**src/rtl/adcrd_pkg.sv**
```systemverilog
package adcrd_pkg;

   typedef enum logic [2:0] {
      ST_IDLE = 3'd0,   // nothing held, waiting for a dummy write
      ST_WORD = 3'd1,   // write address taken, waiting for the word address
      ST_CONV = 3'd2,   // conversion running, all addressing refused
      ST_HOLD = 3'd3,   // result latched, addressing accepted
      ST_READ = 3'd4    // read bytes being shifted out
   } adcrd_state_e;

   localparam logic [7:0] FILL_BYTE = 8'hFF;

endpackage

```
**src/rtl/adcrd_addr_match.sv**
```systemverilog
module adcrd_addr_match #(
   parameter logic [3:0] DEV_CODE  = 4'b1001,
   parameter logic [2:0] BUS_ADDR  = 3'b000,
   parameter bit         MATCH_BUS = 1'b1
) (
   input  logic [7:0] addr_byte,
   output logic       hit,
   output logic       is_rd
);

   logic code_ok;
   logic bus_ok;

   assign code_ok = (addr_byte[7:4] == DEV_CODE);
   assign is_rd   = addr_byte[0];

   generate
      if (MATCH_BUS) begin : g_bus_cmp
         assign bus_ok = (addr_byte[3:1] == BUS_ADDR);
      end else begin : g_bus_any
         logic unused_bus;
         assign unused_bus = ^addr_byte[3:1];
         assign bus_ok     = 1'b1;
      end
   endgenerate

   assign hit = code_ok & bus_ok;

endmodule

```
**src/rtl/adcrd_conv_timer.sv**
```systemverilog
module adcrd_conv_timer #(
   parameter int CONV_CYCLES = 8750
) (
   input  logic clk,
   input  logic rst_n,
   input  logic run,
   output logic finish
);

   localparam int CW = $clog2(CONV_CYCLES + 1);
   localparam logic [CW-1:0] LAST = CW'(CONV_CYCLES - 1);

   logic [CW-1:0] cnt_q;

   always_ff @(posedge clk) begin
      if (!rst_n)      cnt_q <= '0;
      else if (!run)   cnt_q <= '0;
      else if (!finish) cnt_q <= cnt_q + 1'b1;
   end

   assign finish = run && (cnt_q == LAST);

endmodule

```
**src/rtl/adcrd_result_reg.sv**
```systemverilog
module adcrd_result_reg
   import adcrd_pkg::*;
#(
   parameter int RES_W = 10
) (
   input  logic             clk,
   input  logic             rst_n,
   input  logic             load,
   input  logic [3:0]       load_chan,
   input  logic [RES_W-1:0] load_res,
   input  logic             rewind,
   input  logic             advance,
   output logic [7:0]       rd_data,
   output logic             both_read
);

   localparam int PAD_W = 12 - RES_W;

   logic [3:0]       chan_q;
   logic [RES_W-1:0] res_q;
   logic [1:0]       idx_q;
   logic [7:0]       hi_byte;

   always_ff @(posedge clk) begin
      if (!rst_n) begin
         chan_q <= '0;
         res_q  <= '0;
         idx_q  <= 2'd0;
      end else if (load) begin
         chan_q <= load_chan;
         res_q  <= load_res;
         idx_q  <= 2'd0;
      end else if (rewind) begin
         idx_q  <= 2'd0;
      end else if (advance && idx_q != 2'd2) begin
         idx_q  <= idx_q + 2'd1;
      end
   end

   assign hi_byte = {chan_q, {PAD_W{1'b0}}, res_q[RES_W-1:8]};

   always_comb begin
      case (idx_q)
         2'd0:    rd_data = hi_byte;
         2'd1:    rd_data = res_q[7:0];
         default: rd_data = FILL_BYTE;
      endcase
   end

   assign both_read = (idx_q == 2'd2);

endmodule

```
**src/rtl/adcrd_seq.sv**
```systemverilog
module adcrd_seq
   import adcrd_pkg::*;
#(
   parameter logic [3:0] DEV_CODE      = 4'b1001,
   parameter logic [2:0] BUS_ADDR      = 3'b000,
   parameter bit         MATCH_BUS     = 1'b1,
   parameter int         CH_LSB        = 3,
   parameter int         RES_W         = 10,
   parameter bit         DONE_FROM_PIN = 1'b1,
   parameter int         CONV_CYCLES   = 8750
) (
   input  logic             clk,
   input  logic             rst_n,
   input  logic             addr_valid,
   input  logic [7:0]       addr_byte,
   output logic             addr_ack,
   input  logic             data_valid,
   input  logic [7:0]       data_byte,
   output logic             data_ack,
   input  logic             rd_req,
   output logic [7:0]       rd_data,
   input  logic             stop_det,
   output logic             conv_start,
   output logic [3:0]       conv_chan,
   input  logic             conv_done,
   input  logic [RES_W-1:0] conv_data,
   output logic             busy
);

   generate
      if (RES_W < 9 || RES_W > 11) begin : g_bad_res_w
         $error("adcrd_seq: RES_W must lie in 9..11");
      end
      if (CH_LSB < 0 || CH_LSB > 4) begin : g_bad_ch_lsb
         $error("adcrd_seq: channel field must fit in the word byte");
      end
      if (CONV_CYCLES < 1) begin : g_bad_cycles
         $error("adcrd_seq: CONV_CYCLES must be at least 1");
      end
   endgenerate

   adcrd_state_e st_q, st_d;
   logic         hit, is_rd, take_addr;
   logic         finish, load, rewind, advance, both_read;
   logic         start_q;
   logic [3:0]   chan_q;
   logic         unused_data;

   assign unused_data = ^data_byte;

   adcrd_addr_match #(
      .DEV_CODE  (DEV_CODE),
      .BUS_ADDR  (BUS_ADDR),
      .MATCH_BUS (MATCH_BUS)
   ) u_match (
      .addr_byte (addr_byte),
      .hit       (hit),
      .is_rd     (is_rd)
   );

   generate
      if (DONE_FROM_PIN) begin : g_done_pin
         assign finish = (st_q == ST_CONV) && conv_done;
      end else begin : g_done_timed
         logic unused_done;
         assign unused_done = conv_done;
         adcrd_conv_timer #(
            .CONV_CYCLES (CONV_CYCLES)
         ) u_timer (
            .clk    (clk),
            .rst_n  (rst_n),
            .run    (st_q == ST_CONV),
            .finish (finish)
         );
      end
   endgenerate

   // Acknowledge decision is made on the state before the edge.
   always_comb begin
      take_addr = 1'b0;
      if (addr_valid && hit) begin
         case (st_q)
            ST_IDLE: take_addr = !is_rd;
            ST_HOLD: take_addr = 1'b1;
            default: take_addr = 1'b0;
         endcase
      end
   end

   assign addr_ack = take_addr;
   assign data_ack = data_valid && (st_q == ST_WORD);

   always_comb begin
      st_d = st_q;
      case (st_q)
         ST_IDLE: if (take_addr) st_d = ST_WORD;
         ST_WORD: begin
            if (data_valid)    st_d = ST_CONV;
            else if (stop_det) st_d = ST_IDLE;
         end
         ST_CONV: if (finish) st_d = ST_HOLD;
         ST_HOLD: if (take_addr) st_d = is_rd ? ST_READ : ST_WORD;
         ST_READ: if (stop_det) st_d = both_read ? ST_HOLD : ST_IDLE;
         default: st_d = ST_IDLE;
      endcase
   end

   assign load    = (st_q == ST_CONV) && finish;
   assign rewind  = (st_q == ST_HOLD) && take_addr && is_rd;
   assign advance = (st_q == ST_READ) && rd_req;

   always_ff @(posedge clk) begin
      if (!rst_n) begin
         st_q    <= ST_IDLE;
         start_q <= 1'b0;
         chan_q  <= 4'd0;
      end else begin
         st_q    <= st_d;
         start_q <= (st_q == ST_WORD) && data_valid;
         if ((st_q == ST_WORD) && data_valid)
            chan_q <= data_byte[CH_LSB +: 4];
      end
   end

   adcrd_result_reg #(
      .RES_W (RES_W)
   ) u_result (
      .clk       (clk),
      .rst_n     (rst_n),
      .load      (load),
      .load_chan (chan_q),
      .load_res  (conv_data),
      .rewind    (rewind),
      .advance   (advance),
      .rd_data   (rd_data),
      .both_read (both_read)
   );

   assign conv_start = start_q;
   assign conv_chan  = chan_q;
   assign busy       = (st_q == ST_CONV);

endmodule

```
**config.mk**
```make
export PLATFORM = sky130hd
export DESIGN_NAME = adcrd_seq
export DESIGN_NICKNAME = d
export VERILOG_FILES = /design/src/rtl/adcrd_pkg.sv /design/src/rtl/adcrd_addr_match.sv /design/src/rtl/adcrd_conv_timer.sv /design/src/rtl/adcrd_result_reg.sv /design/src/rtl/adcrd_seq.sv
export SDC_FILE = /design/constraint.sdc
export NUM_CORES = 1
export LEC_CHECK = 0
export CORE_UTILIZATION = 43
export CTS_BUF_LIST = sky130_fd_sc_hd__clkbuf_8 sky130_fd_sc_hd__clkbuf_16
export DETAILED_ROUTE_END_ITERATION = 8
export PLACE_DENSITY = 0.8
export SLEW_MARGIN = 20
export SYNTH_ARGS = -nofsm -noshare
export SYNTH_HDL_FRONTEND = slang
export SYNTH_SLANG_ARGS = --single-unit
```
**constraint.sdc**
```tcl
create_clock -name clk -period 1.6 [get_ports clk]
set_input_delay 0.16 -clock clk [delete_from_list [all_inputs] [get_ports clk]]
set_output_delay 0.16 -clock clk [all_outputs]
set_load 0.005 [all_outputs]
```
; ---- After elaboration in Yosys (flattened, before gate mapping)
; Cells that the tools add are included.
[word_totals]
register_bits = 24
input_bits = 33
output_inout_bits = 16
word_cells = 48
[op_classes]
add_sub_neg = 1
n_eq_ne = 13
muxes = 12
bitwise_logic = 2
n_reduce_logical = 14
[ops]
columns = op, n
row1 = 3-bit 2-to-1 mux, 7
row2 = 8-bit one-hot mux with 2 select lines, 1
row3 = 3-bit one-hot mux with 5 select lines, 1
row4 = 1-bit logical AND, 8
row5 = "2-bit inequality test, second input constant", 4
row6 = "3-bit by 2-bit == test with 1-bit output, second input constant", 2
row7 = 3-bit logical NOT, 2
row8 = 5-bit AND reduction, 1
row9 = "4-bit == test, second input constant", 1
row10 = "3-bit by 1-bit == test with 1-bit output, second input constant", 1
row11 = "3-bit == test, second input constant", 1
row12 = "3-bit inequality test, second input constant", 1
row13 = 3-bit OR reduction, 1
row14 = "2-bit by 1-bit adder with 2-bit output, second input constant", 1
row15 = "2-bit by 1-bit == test with 1-bit output, second input constant", 1
row16 = "2-bit == test, second input constant", 1
row17 = 2-bit logical NOT, 1
row18 = 2-bit 2-to-1 mux, 1
row19 = "2-bit by 1-bit inequality test with 1-bit output, second input constant", 1
row20 = 1-bit one-hot mux with 2 select lines, 1
row21 = 1-bit AND, 1
row22 = 1-bit logical NOT, 1
row23 = 1-bit 2-to-1 mux, 1
row24 = 1-bit inverter, 1

; ---- Logic depth before layout (Yosys ltp)
[depth]
ltp_word = 7
ltp_mapped = 6
mapped_depth_nobuf = 6

; ---- Cells and area by module
; A second synthesis with hierarchy kept.
[unflattened]
hier_cells = 141
hier_area_um2 = 1283.7
[by_module_without_submodules]
columns = mod, n_inst, cells_each, area_per_inst_um2, seq_area_each_um2
row1 = adcrd_result_reg, 1, 83, 793.3, 320.3
row2 = adcrd_seq, 1, 54, 464.2, 160.2
row3 = adcrd_addr_match, 1, 4, 26.3, 0.0

; ---- Worst setup path after synthesis
; OpenSTA, ideal clock, no wires.
[synth_path]
path_type = register -> register
start = reg st_q[2]
end = reg st_q[1]
setup_time_ps = 125
t_arrival_ps = 1218
required_ps = 1475
slack_ps = 256
path_stages_with_launch = 6
path_buffers = 1
synth_period_minus_slack_ps = 1344
path_cell_list = dfxtp_1 > buf_2 > and3b_1 > o211ai_1 > a211o_1 > mux2i_1
[synth_via]
elab_chain_cells = 5
word_cells_on_any_way = 15
classes_between = eq/ne: 9 / mux: 3 / reduce/logical: 3
[synth_rtl]
columns = item, line_no
row1 = "start, declared", adcrd_seq.sv:42  ; adcrd_state_e st_q, st_d;
row2 = "start signal, assigned", adcrd_seq.sv:118  ; st_q <= st_d;
row3 = 3-bit by 2-bit == test with 1-bit output / 3-bit logical NOT (equally long branches), "adcrd_seq.sv:82, adcrd_seq.sv:95"
row4 = 1-bit one-hot mux with 2 select lines, adcrd_seq.sv:82  ; case (st_q)
row5 = 1-bit 2-to-1 mux, adcrd_seq.sv:81  ; if (addr_valid && hit) begin
row6 = 2-bit inequality test (no line), n/a
row7 = 5-bit AND reduction (no line), n/a
; Parallel ways exist; a longest one is shown, timed or not.
; A chain may end at the register's enable or synchronous reset.

; ---- Final worst setup path
[layout_path]
start = reg u_result.idx_q[0]
end = out rd_data[0]
[layout_via]
elab_chain_cells = 2
word_cells_on_any_way = 3
classes_between = eq/ne: 1 / mux: 1 / reduce/logical: 1
[layout_rtl]
columns = item, line_no
row1 = "start, declared", adcrd_result_reg.sv:21  ; logic [1:0] idx_q;
row2 = "start signal, assigned", adcrd_result_reg.sv:36  ; idx_q <= idx_q + 2'd1;
row3 = 2-bit by 1-bit == test with 1-bit output / 2-bit logical NOT (equally long branches), adcrd_result_reg.sv:43  ; case (idx_q)
row4 = 8-bit one-hot mux with 2 select lines *, adcrd_result_reg.sv:43
row5 = "end, declared", adcrd_seq.sv:21  ; output logic [7:0] rd_data,
; Mark *: on every way between the ends. The rest lies on a longest branch, timed or not.

==> flow_metrics.py <==
metrics = {
    "placement": {
        "dp_hpwl_mm": 2.24,
        "dp.cells": 231,
        "io_buffers": 44,
        "placed_cell_area_sq_mm": 0.00182,
        "gp_congestion": 0.780,
    },
    "routing": {
        "m1WireLength_mm": 1.38,
        "wl_met3_um": 170,
        "firstDrtPassIters": 4,
        "detail_route.wl_per_cell_um": 13.5,
        "routed_wl_mm": 3.35,
        "drc": 0,
        "highest_layer": "met4",
        "routed-via-count": 1309,
        "drtAntennaViolNets": 0,
        "vias_per_cell": 5.26,
        "drtIter0Drc": 33,
        "wl_met2_mm": 1.77,
    },
    "cts": {
        "clockBufferDepth": 2,
        "cts.sinks": 24,
        "root_buffer": "clkbuf_8",
        "insertion_delay_ps": 260,
        "cts_buffers": 3,
        "clkTransAtPathRegs_ps": 80,
        "htreeDepth": 1,
        "hold_buffers": 0,
        "cts_tree": "yes",
    },
    "global_route": {
        "overflow": 0,
        "grt_usage_pct": 22.1,
        "grt_antenna_before_repair": 0,
        "grt_max_degree": 15,
        "grt_pass1_vias": 1342,
        "grt_pass1_wl_mm": 5.60,
    },
    "worst_hold_path": {
        "hold_path_depth": 3,
        "min_path_type": "in2reg",
        "min_to": "u_result.res_q[5]",
        "worstHoldStart": "conv_data[5]",
    },
    "critical_path": {
        "worstReg2RegEnd": "st_q[1]",
        "crit_required_ps": 1440,
        "start_kind": "flop",
        "crit_fanout": 5,
        "setup.worst_path.end_class": "output port",
        "worst-setup-path-type": "reg2out",
        "r2r_slack_ps": 50,
        "cp.arrival_ps": 1420,
        "r2r-start": "st_q[2]",
        "worstRegToRegCells": 6,
    },
    "power_and_ir_drop": {
        "comb_power_share_pct": 27.0,
        "clockPowerShare_pct": 28.1,
        "power.internal_w": 0.00107,
        "p_sw_w": 0.000350,
        "swShare_pct": 24.6,
        "seqPwrFrac_pct": 44.9,
        "ir_worst_vdd_mv": 0.565,
        "power.density_mw_per_mm2": 686,
        "leakage_nw": 0.859,
    },
    "finish": {
        "fin_nets": 255,
        "final_area_sq_mm": 0.00208,
        "diodes": 0,
        "final_core_util_pct": 76.0,
        "areaGrowthSynthToFinish_pct": 69.0,
        "drive_gt1_share_pct": 29.8,
        "layout.cells.non_filler": 249,
    },
    "synth": {
        "synth.distinct_cells": 33,
        "syn-cell-area_sq_mm": 0.00123,
        "yosys_warnings": 0,
        "syn_avg_cell_area_sq_um": 8.30,
        "ys_seq_area_share_pct": 39.1,
        "syn_inst": 148,
        "synth_seq_cells": 24,
        "synth_nets": 184,
    },
    "timing": {
        "tightest_slew_ps": 376,
        "skew_ps": 7.49,
        "drv_slew": 0,
        "tns_ps": 0,
        "fin_crit_sh_pct": 98.8,
        "relSlewSlack_pct": 74.6,
        "layout_min_cycle_time_ps": 1580,
        "fmax_ghz": 0.633,
        "hold_ws_ps": 444,
        "finalHoldViolCount": 0,
        "rsz0062_at_grt": "true",
        "setup_viol": 0,
    },
    "floorplan": {
        "die_h_um": 55.5,
        "core-area_sq_mm": 0.00273,
        "die_area_sq_mm": 0.00308,
        "io_pins": 49,
        "rows": 19,
        "start_util_pct": 44.9,
        "die_w_um": 55.5,
    },
    "flow_run": {
        "maxCapViolCount": 0,
    },
    "run_status": {
        "status": "completed",
    },
}
critical path: stages, from the launching register on:
cell and delay, ps:
dfxtp_2 340, buf_6 110, ha_4 160, or2_4 260, buf_6 130, nand2_1 60
buf_2 110
placed cells by master, fill, tap and decap left out, types with 4 or more instances in the layout:
cell	instances
a21boi_1	14
a21oi_1	5
a22oi_2	4
buf_4	23
buf_6	7
clkbuf_2	5
clkbuf_8	4
clkdlybuf4s50_1	26
dfxtp_1	20
dlygate4sd2_1	9
mux2i_1	6
nand2_1	41
nor2b_1	6
area by class of cell:
cell class | instances | area [sq um]
Clock buffer | 4 | 55.1
Fill cell | 194 | 657
Tap cell | 31 | 38.8
Sequential cell | 24 | 488
Inverter | 5 | 21.3
Multi-Input combinational cell | 109 | 793
Timing Repair Buffer | 76 | 681
sequential cells by signal, summed over array words and instances, names as in the netlist:
register / count
conv_chan: 4
u_result.res_q: 10
conv_start: 1
u_result.chan_q: 4
st_q: 3
u_result.idx_q: 2
routing by layer:
layer | global-route usage, % | up-vias
li1 | - | 644
met1 | 23.3 | 610
met2 | 41.5 | 49
met3 | 5.39 | 6
met4 | 8.93 | 0
met5 | 0 | -
cells by family (layout without fill, tap and decap cells):
| group | count (synthesis) | count (layout) | synth area share (%) |
|---|---|---|---|
| AOI/OAI and AO/OA | 32 | 32 | 18.2 |
| xor gates and xnor gates | 1 | 1 | 0.713 |
| adders and majority gates | 3 | 3 | 3.06 |
| buffers and inverters | 15 | 85 | 5.30 |
| DFF | 24 | 24 | 39.1 |
| muxes | 6 | 6 | 4.89 |
| and+or+nand+nor | 67 | 67 | 28.7 |
synthesized netlist by cell type:
cell type  number  area share (%)
a211o_1         1            0.71
a21boi_1       14             8.6
a21oi_1         6             2.4
a22oi_1         6             3.7
and2_1          2             1.0
and3b_1         1            0.71
buf_2           4             1.6
buf_4           1            0.61
clkbuf_1        5             1.5
dfxtp_1        24              39
ha_1            3             3.1
inv_1           5             1.5
mux2i_1         6             4.9
nand2_1        41              13
nand2b_1        1            0.51
nand3_1         1            0.41
nor2_1          1            0.31
nor2b_1         7             3.6
nor3_1          1            0.41
nor3b_1         1            0.61
nor3b_2         1             1.0
nor4_1          1            0.51
nor4b_1         2             1.4
nor4b_2         1             1.2
nor4bb_1        3             2.4
o211ai_1        2             1.2
o21a_1          1            0.61
o21ai_0         1            0.41
o31ai_1         1            0.61
or2_1           1            0.51
or3b_2          1            0.71
or4b_1          1            0.81
xnor2_1         1            0.71
metrics by stage:
step | setup slack, ps | power [W]
global route | -46.1 | 0.00150
detailed placement | -528 | 0.000984
finish | 19.4 | 0.00142
CTS | -6.76 | 0.00139
floorplan | 256 | 0.000821
global placement | -380 | 0.000977
how the worst max path moves through the flow:
stage,from,endpoint,cells after the start
detailed placement,addr_byte[7],addr_ack,5
global placement,addr_byte[7],addr_ack,5
finish,u_result.idx_q[0],rd_data[0],6
floorplan,st_q[2],st_q[1],5
CTS,st_q[2],addr_ack,4
global route,addr_byte[4],st_q[1],7
power groups by stage:
stage,logic (W),clock network (W),registers [W]
after floorplan,0.000165,0,0.000656
after global placement,0.000325,0,0.000652
after detailed placement,0.000331,0,0.000654
after CTS,0.000340,0.000414,0.000639
after global routing,0.000416,0.000439,0.000643
final,0.000384,0.000401,0.000639
repair_timing:
action | in CTS | in global routing
hold endpoints to repair | 0 | 0
gates resized for setup | 58 | 15
cloned | 1 | 0
pin swaps | 12 | 9
buffers inserted | 12 | 2
setup endpoints to repair | 13 | 16
No activity file was read; power rests on OpenSTA's default activity.
